[src/rtl/adder_bist_pkg.sv]
package adder_bist_pkg;
  localparam int unsigned BIST_OP_W_DEFAULT = 16;

  function automatic int unsigned bist_cnt_width(input int unsigned op_w);
    return 2 * op_w;
  endfunction
endpackage

[src/rtl/bist_fa_cell.sv]
module bist_fa_cell (
  input  logic x,
  input  logic y,
  input  logic cin,
  output logic s,
  output logic cout
);
  logic p;
  assign p    = x ^ y;
  assign s    = p ^ cin;
  assign cout = (x & y) | (cin & p);
endmodule

[src/rtl/bist_ripple_adder.sv]
module bist_ripple_adder #(
  parameter int unsigned W = 16
) (
  input  logic [W-1:0] a,
  input  logic [W-1:0] b,
  input  logic         cin,
  output logic [W:0]   res
);
  logic [W:0] carry;
  assign carry[0] = cin;

  for (genvar i = 0; i < W; i++) begin : g_cell
    bist_fa_cell u_fa (
      .x    (a[i]),
      .y    (b[i]),
      .cin  (carry[i]),
      .s    (res[i]),
      .cout (carry[i+1])
    );
  end

  assign res[W] = carry[W];
endmodule

[src/rtl/bist_result_check.sv]
module bist_result_check #(
  parameter int unsigned W = 16
) (
  input  logic         clk,
  input  logic         rst,
  input  logic         clr,
  input  logic         vld,
  input  logic         last,
  input  logic [W-1:0] op_a,
  input  logic [W-1:0] op_b,
  input  logic [W:0]   res,
  output logic         done,
  output logic         err,
  output logic [W-1:0] fail_a,
  output logic [W-1:0] fail_b
);
  localparam int unsigned RW = W + 1;

  logic [RW-1:0] remain;
  logic          miss;

  assign remain = res - RW'(op_a) - RW'(op_b);
  assign miss   = vld && (remain != '0);

  always_ff @(posedge clk) begin
    if (rst || clr) begin
      done   <= 1'b0;
      err    <= 1'b0;
      fail_a <= '0;
      fail_b <= '0;
    end else begin
      if (vld && last) done <= 1'b1;
      if (miss && !err) begin
        err    <= 1'b1;
        fail_a <= op_a;
        fail_b <= op_b;
      end
    end
  end

  AST_RESET_CLEARS: assert property (@(posedge clk) rst |=> (!done && !err));
  AST_FIRST_MISS: assert property (@(posedge clk) disable iff (rst)
    (miss && !err && !clr) |=> err);
  AST_FAIL_HELD: assert property (@(posedge clk) disable iff (rst)
    (err && !clr) |=> ($stable(fail_a) && $stable(fail_b)));
  AST_ERR_STICKY: assert property (@(posedge clk) disable iff (rst)
    (err && !clr) |=> err);
endmodule

[src/rtl/adder_sweep_bist.sv]
module adder_sweep_bist
  import adder_bist_pkg::*;
#(
  parameter int unsigned OP_W = BIST_OP_W_DEFAULT
) (
  input  logic            clk,
  input  logic            rst,
  input  logic            start,
  input  logic [OP_W:0]   fault_mask,
  output logic            done,
  output logic            error,
  output logic [OP_W-1:0] fail_a,
  output logic [OP_W-1:0] fail_b
);
  localparam int unsigned CNT_W = bist_cnt_width(OP_W);

  logic [CNT_W-1:0] cnt;
  logic             running;
  logic             cnt_last;
  logic             accept;
  logic [OP_W:0]    sum_raw;
  logic [OP_W:0]    sum_fault;

  logic [OP_W-1:0]  p_a, p_b;
  logic [OP_W:0]    p_res;
  logic             p_vld, p_last;

  assign cnt_last = (cnt == {CNT_W{1'b1}});
  assign accept   = start && !running;

  always_ff @(posedge clk) begin
    if (rst) begin
      cnt     <= '0;
      running <= 1'b0;
    end else if (accept) begin
      cnt     <= '0;
      running <= 1'b1;
    end else if (running) begin
      cnt <= cnt + CNT_W'(1);
      if (cnt_last) running <= 1'b0;
    end
  end

  bist_ripple_adder #(.W(OP_W)) u_add (
    .a   (cnt[OP_W-1:0]),
    .b   (cnt[CNT_W-1:OP_W]),
    .cin (1'b0),
    .res (sum_raw)
  );

  assign sum_fault = sum_raw ^ fault_mask;

  always_ff @(posedge clk) begin
    if (rst) begin
      p_a    <= '0;
      p_b    <= '0;
      p_res  <= '0;
      p_vld  <= 1'b0;
      p_last <= 1'b0;
    end else begin
      p_a    <= cnt[OP_W-1:0];
      p_b    <= cnt[CNT_W-1:OP_W];
      p_res  <= sum_fault;
      p_vld  <= running && !accept;
      p_last <= running && cnt_last;
    end
  end

  bist_result_check #(.W(OP_W)) u_chk (
    .clk    (clk),
    .rst    (rst),
    .clr    (accept),
    .vld    (p_vld),
    .last   (p_last),
    .op_a   (p_a),
    .op_b   (p_b),
    .res    (p_res),
    .done   (done),
    .err    (error),
    .fail_a (fail_a),
    .fail_b (fail_b)
  );

  AST_CNT_STEP: assert property (@(posedge clk) disable iff (rst)
    (running && !cnt_last) |=> (cnt == $past(cnt) + CNT_W'(1)));
  AST_RUN_HOLD: assert property (@(posedge clk) disable iff (rst)
    (running && !cnt_last) |=> running);
  AST_DONE_IDLE: assert property (@(posedge clk) disable iff (rst)
    done |-> !running);
endmodule

[config.mk]
export PLATFORM = sky130hd
export DESIGN_NAME = adder_sweep_bist
export DESIGN_NICKNAME = d
export VERILOG_FILES = /design/src/rtl/adder_bist_pkg.sv /design/src/rtl/bist_fa_cell.sv /design/src/rtl/bist_ripple_adder.sv /design/src/rtl/bist_result_check.sv /design/src/rtl/adder_sweep_bist.sv
export SDC_FILE = /design/constraint.sdc
export NUM_CORES = 1
export LEC_CHECK = 0
export ABC_AREA = 0
export CORE_MARGIN = 2
export CORE_UTILIZATION = 40
export CTS_BUF_LIST = sky130_fd_sc_hd__clkbuf_16
export CTS_CLUSTER_DIAMETER = 40
export DETAILED_ROUTE_END_ITERATION = 8
export SLEW_MARGIN = 25
export SYNTH_ARGS = -nofsm -noshare
export SYNTH_HDL_FRONTEND = slang
export SYNTH_SLANG_ARGS = --single-unit
[constraint.sdc]
create_clock -name clk -period 8.1 [get_ports clk]
set_input_delay 1.215 -clock clk [delete_from_list [all_inputs] [get_ports clk]]
set_output_delay 1.215 -clock clk [all_outputs]
set_load 0.005 [all_outputs]
==> impl_metrics.py, run 1 <==
metrics = {
    "cts": {
        "htreeDepth": 4,
        "clk_pin_slew_ns": 0.05,
        "cts_inserted_buffers": 17,
        "cts_setup_buffers": 0,
        "cts_root_buf": "clkbuf_16",
        "clk_latency_ns": 0.41,
        "holdBufCountCts": 0,
        "clockBufferDepth": 2,
        "cts_tree": "yes",
        "clock-sinks": 118,
        "cts_resized": 0,
    },
    "timing": {
        "period_minus_slack_ns": 6.72,
        "finClkSkew_ns": 0.0165,
        "finalMaxSlewViolations": 0,
        "slew_headroom_pct": 36.1,
        "rsz0062_at_grt": "false",
        "setup_viol": 0,
        "fin_setup_tns_ns": 0,
        "fin_crit_sh_pct": 82.9,
        "worst_slew_pin_slew_ns": 0.958,
        "hold_violations": 0,
        "fin_ws_ns": 1.38,
        "fmax_mhz": 149,
    },
    "min_path": {
        "min_to": "u_chk.fail_b[8]$_SDFFE_PP0P_",
        "hold_class": "reg -> reg",
        "worstHoldStart": "u_chk.fail_b[8]$_SDFFE_PP0P_",
        "hold_depth": 2,
    },
    "finish": {
        "drive_above_1_share_pct": 5.95,
        "final_common_cell": "dfxtp_1",
        "final_cell_area_um2": 7270,
        "areaGrowthSynthToFinish_pct": 20.3,
        "final_cell_mix": "dfxtp_1 (118), nand2_1 (84), nor2_1 (67), inv_1 (52), clkdlybuf4s50_1 (52)",
        "antenna_cells": 0,
        "layout.nets": 766,
    },
    "logic_synthesis": {
        "ys_top_cells_by_area": "dfxtp_1 (39%), fa_1 (10%), mux2i_1 (5.6%)",
        "synth-seq-cells": 118,
        "synth_flop_cell": "dfxtp_1",
        "ys_async_sr_fraction_pct": 0,
        "synth.avg_cell_area_um2": 9.34,
        "synth_top_area_share_pct": 39.1,
        "ys.warnings.count": 0,
        "yosysSeqAreaShare_pct": 39.1,
        "synth.largest_area_cell": "dfxtp_1",
        "synth_edf_count": 0,
        "syn_area_um2": 6040,
        "synth.distinct_cells": 55,
        "synth_nets": 718,
        "syn_inst": 647,
    },
    "power": {
        "p_total_mw": 1.44,
        "ir_worst_vdd_v": 0.000147,
        "p_per_area_nw_per_um2": 199,
        "seqPwrFrac_pct": 41.0,
        "combPwrFrac_pct": 8.9,
        "power_switching_uw": 332,
        "switching_share_pct": 23.0,
        "intPower_mw": 1.11,
        "leakage_nw": 2.65,
        "clock_power_share_pct": 50.1,
    },
    "floorplanning": {
        "die_area_um2": 16100,
        "die_w_um": 127,
        "rows": 44,
        "die_y_um": 127,
        "coreArea_um2": 14600,
        "io_pins": 54,
        "initial_utilization_pct": 41.3,
    },
    "routing": {
        "drc": 0,
        "first_pass_iters": 4,
        "wirelength_um": 13900,
        "vias_per_cell": 4.98,
        "routedWlPerCell_um": 15.6,
        "postRouteAntennaNets": 0,
        "drt_first_iter_violations": 305,
        "vias": 4433,
    },
    "worst_setup_path": {
        "ff2ff_setup_slack_ns": 1.38,
        "regToRegStartpoint": "cnt[0]$_SDFFE_PP0P_",
        "worst_r2r_endpoint": "p_res[15]$_SDFF_PP0_",
        "r2r_cells": 19,
        "start_kind": "flip-flop",
        "cpMaxStageDelayCell": "fa_1",
        "required_ns": 8.36,
        "criticalPathCategory": "reg -> reg",
        "cp.arrival_ns": 6.98,
        "crit_chain": "ha_1 -> fa_1 -> fa_1 -> fa_1 -> fa_1 -> fa_1 -> fa_1 -> fa_1 -> fa_1 -> fa_1 -> fa_1 -> fa_1 -> fa_1 -> fa_1 -> inv_1 -> fa_1 -> fa_1 -> xor2_1 -> nor2_1",
        "crit_fanout": 5,
        "cp-end-kind": "flip-flop",
        "cpPeakStageDelay_ns": 0.42,
        "crit_path_frequent_cell": "fa_1",
    },
    "global_route": {
        "grt_pass1_wl_um": 22700,
        "grt_util_all_layers_pct": 18.3,
        "grt_pass1_vias": 4432,
        "grt_max_degree": 66,
        "antenna_found_initial": 0,
        "grt_overflow": 0,
    },
    "job": {
        "cap_violations": 0,
    },
    "outcome": {
        "status": "finished clean",
    },
    "place": {
        "placed_area_um2": 6700,
        "io_buffers": 53,
        "place_hpwl_um": 10700,
        "gp_congestion": 0.868,
        "dp_slack_ns": 1.41,
    },
}
==> through the flow <==
step | hold WS (ns) | cells | utilization, %
finish | 0.453 | 890 | 49.7
global route | 0.474 | 890 | 49.7
CTS | 0.456 | 890 | 49.6
detailed placement | 0.448 | 860 | 45.8
global placement | 0.443 | 860 | 45.8
floorplan | 0.432 | 647 | -
==> how the worst max path moves through the flow <==
stage	from	endpoint
after global routing	cnt[0]$_SDFFE_PP0P_	p_res[15]$_SDFF_PP0_
after detailed placement	cnt[0]$_SDFFE_PP0P_	p_res[15]$_SDFF_PP0_
after floorplan	cnt[0]$_SDFFE_PP0P_	p_res[15]$_SDFF_PP0_
final	cnt[0]$_SDFFE_PP0P_	p_res[15]$_SDFF_PP0_
after global placement	cnt[0]$_SDFFE_PP0P_	p_res[15]$_SDFF_PP0_
after CTS	cnt[0]$_SDFFE_PP0P_	p_res[15]$_SDFF_PP0_
==> layer usage <==
metal	global-route usage, %	vias to the layer above	share of wire, %
li1	-	2232	-
met1	24.4	2129	48
met2	28.6	58	47
met3	4.30	14	3.1
met4	7.63	0	1.9
met5	0	-	0
==> synth_stat cells (8+ instances only) <==
library cell / number
a21oi_1: 23
dfxtp_1: 118
nand3_1: 14
xor2_1: 23
inv_1: 50
clkbuf_1: 20
o21ai_0: 10
ha_1: 20
nand2_1: 84
nor2b_1: 30
a21o_1: 8
mux2i_1: 34
nor2_1: 67
xnor2_1: 29
fa_1: 31
==> registers in the layout, indices dropped and copies added, names as in the netlist <==
signal        flops
u_chk.fail_b     16
p_b              16
p_res            17
cnt              32
u_chk.fail_a     16
p_vld             1
running           1
p_last            1
p_a              16
u_chk.err         1
u_chk.done        1
==> worst max-delay path: cells and delay by family (launching register included) <==
family,cells,cell delay (ns)
xor+xnor,1,0.14
flops,1,0.35
simple gates,1,0.05
buf+inv,1,0.07
fa+ha+maj,16,5.96
==> cells by family after synthesis <==
logic type	share of synthesized area [%]
mux	5.82
simple gates	19.1
fa+ha+maj	14.4
flops	39.1
buf+inv	5.15
compound gates	8.86
xor+xnor	7.53
==> power by group through the flow <==
| stage | registers (mW) | clock network [mW] | logic, mW |
|---|---|---|---|
| 6_report | 0.593 | 0.724 | 0.128 |
| 5_1_grt | 0.593 | 0.767 | 0.140 |
| 4_1_cts | 0.593 | 0.740 | 0.127 |
| 3_5_place_dp | 0.605 | 0 | 0.127 |
| 3_3_place_gp | 0.605 | 0 | 0.125 |
| 2_1_floorplan | 0.603 | 0 | 0.0933 |
==> area by class of cell <==
cell class	count	area, um2
Timing Repair Buffer	55	541
Fill cell	1375	7370
Sequential cell	118	2360
Tap cell	184	230
Clock buffer	17	425
Inverter	50	188
Clock inverter	13	143
Multi-Input combinational cell	453	3380
No activity file was read; power rests on OpenSTA's default activity.
==> run 2: changes to the inputs <==
==> constraint.sdc (replaced) <==
create_clock -name clk -period 5.57 [get_ports clk]
set_input_delay 0.8355 -clock clk [delete_from_list [all_inputs] [get_ports clk]]
set_output_delay 0.8355 -clock clk [all_outputs]
set_load 0.005 [all_outputs]
==> run 2 against run 1 <==
Against the previous run: the run now ends with negative setup slack left; clock skew decreased by 0.0099 ns; worst hold slack gained 0.0020 ns; combinational power is 45% higher; first-iteration DRC count decreased by 17%; die area unchanged; power increased by 51%; wire length up 0.68%; global-route usage up 0.41 points; utilization up 0.98 points; critical path type unchanged; critical endpoint unchanged; largest cell class unchanged.
==> impl_metrics.py, run 2 (same netlist as run 1, synthesis figures left out) <==
metrics = {
    "outcome": {
        "status": "finished with violations",
        "violations": "negative setup slack",
    },
    "place": {
        "gp_congestion": 0.891,
        "dp_slack_ns": -0.467,
        "placed_cells": 867,
        "placed_area_um2": 6790,
        "place_hpwl_um": 10700,
        "io_buffers": 53,
    },
    "worst_setup_path": {
        "cpPeakStageDelay_ns": 0.42,
        "cp-end-kind": "flip-flop",
        "criticalPathCategory": "reg -> reg",
        "cp_top_family": "adder cells",
        "start_kind": "flip-flop",
        "crit_path_frequent_cell": "fa_2",
        "crit_fanout": 2,
        "cp.arrival_ns": 6.27,
        "required_ns": 5.83,
        "cpMaxStageDelayCell": "fa_1",
        "path_buf_inv": 1,
        "crit_chain": "ha_4 -> fa_2 -> fa_2 -> fa_2 -> fa_2 -> fa_2 -> fa_2 -> fa_2 -> fa_2 -> fa_2 -> fa_2 -> fa_2 -> fa_2 -> fa_2 -> inv_2 -> fa_1 -> fa_1 -> xor2_1 -> nor2_1",
    },
    "routing": {
        "routedWlPerCell_um": 15.5,
        "drt_first_iter_violations": 254,
        "drc": 0,
        "first_pass_iters": 5,
        "vias_per_cell": 4.93,
        "wirelength_um": 14000,
        "vias": 4430,
        "postRouteAntennaNets": 0,
    },
    "floorplanning": {
        "rows": 44,
        "io_pins": 54,
        "die_y_um": 127,
        "initial_utilization_pct": 41.3,
        "die_w_um": 127,
        "die_area_um2": 16100,
        "coreArea_um2": 14600,
    },
    "cts": {
        "cts_root_buf": "clkbuf_16",
        "clockBufferDepth": 2,
        "clk_pin_slew_ns": 0.05,
        "cts_tree": "yes",
        "htreeDepth": 4,
        "holdBufCountCts": 0,
        "clock-sinks": 118,
        "cts_setup_buffers": 0,
        "clk_latency_ns": 0.41,
        "cts_inserted_buffers": 17,
    },
    "finish": {
        "final_cell_area_um2": 7420,
        "instances_no_fill": 899,
        "drive_above_1_share_pct": 9.93,
        "largest_reg_flops": 32,
        "largestRegisters": "cnt x32, p_res x17",
        "layout.nets": 773,
        "antenna_cells": 0,
        "final_cell_mix": "dfxtp_1 (116), nand2_1 (84), nor2_1 (67), clkdlybuf4s50_1 (52), inv_1 (49)",
        "final_core_util_pct": 50.6,
        "areaGrowthSynthToFinish_pct": 22.7,
        "n_fill_cell": 1337,
        "final_common_cell": "dfxtp_1",
        "top_register": "cnt",
    },
    "timing": {
        "hold_violations": 0,
        "fin_crit_sh_pct": 108,
        "finClkSkew_ns": 0.00659,
        "period_minus_slack_ns": 6.01,
        "fin_ws_ns": -0.437,
        "worst_slew_pin_slew_ns": 0.932,
        "setup_viol": 3,
        "slew_headroom_pct": 37.3,
        "rsz0062_at_grt": "true",
        "finalMaxSlewViolations": 0,
        "fmax_mhz": 166,
    },
    "job": {
        "cap_violations": 0,
    },
    "power": {
        "p_per_area_nw_per_um2": 293,
        "ir_worst_vdd_v": 0.000208,
        "p_total_mw": 2.18,
        "leakage_nw": 2.67,
    },
    "global_route": {
        "grt_util_all_layers_pct": 18.7,
        "grt_max_degree": 66,
        "grt_pass1_vias": 4567,
        "grt_overflow": 0,
        "grt_pass1_wl_um": 23400,
        "antenna_found_initial": 0,
    },
    "min_path": {
        "hold_class": "reg -> reg",
    },
}
## run 2: tightest hold or removal path: stages (launching register included)
cell     delay [ns]
dfxtp_1        0.31
nand2_1        0.05
mux2i_1        0.05
## run 2: final timing paths
check | from | end | slack [ns] | cells after the start
max | cnt[0]$_SDFFE_PP0P_ | p_res[15]$_SDFF_PP0_ | -0.44 | 19
min | u_chk.fail_b[7]$_SDFFE_PP0P_ | u_chk.fail_b[7]$_SDFFE_PP0P_ | 0.46 | 2
max reg2reg | cnt[0]$_SDFFE_PP0P_ | p_res[15]$_SDFF_PP0_ | -0.44 | 19
min reg2reg | u_chk.fail_b[7]$_SDFFE_PP0P_ | u_chk.fail_b[7]$_SDFFE_PP0P_ | 0.46 | 2
## run 2: through the flow
stage          hold WS [ns]  TNS, ns
2_1_floorplan         0.432   -0.403
3_3_place_gp          0.441   -0.887
3_5_place_dp          0.445   -0.980
4_1_cts               0.460   -0.985
5_1_grt               0.473    -1.55
6_report              0.455   -0.929
## run 2: report_power, final
part / internal (mW) / switching (mW)
clock network: 0.741 / 0.387
logic: 0.0780 / 0.108
registers: 0.854 / 0.00722
total: 1.67 / 0.501
## run 2: area by class of cell
type | instances | area, um2 | share of cell area (%)
clock inverter | 15 | 186 | 2.51
clock buffer | 17 | 425 | 5.74
tap | 184 | 230 | 3.10
multi-input combinational | 453 | 3430 | 46.2
timing repair buffer | 62 | 593 | 8.00
sequential | 118 | 2360 | 31.9
inverter | 50 | 188 | 2.53
## run 2: routing by layer
| layer | vias to the layer above | GRT usage (%) | part of all wire [%] |
|---|---|---|---|
| met4 | 0 | 6.40 | 1.7 |
| met1 | 2090 | 25.6 | 47 |
| met3 | 20 | 4.05 | 3.9 |
| met2 | 74 | 29.3 | 47 |
| li1 | 2246 | - | - |
| met5 | - | 0 | 0 |
## run 2: repair_timing
item                                   in CTS  in global routing
gates resized for setup                     1                  0
pin swaps                                   1                  1
endpoints found under the hold margin       0                  0
setup endpoints to repair                   3                  4
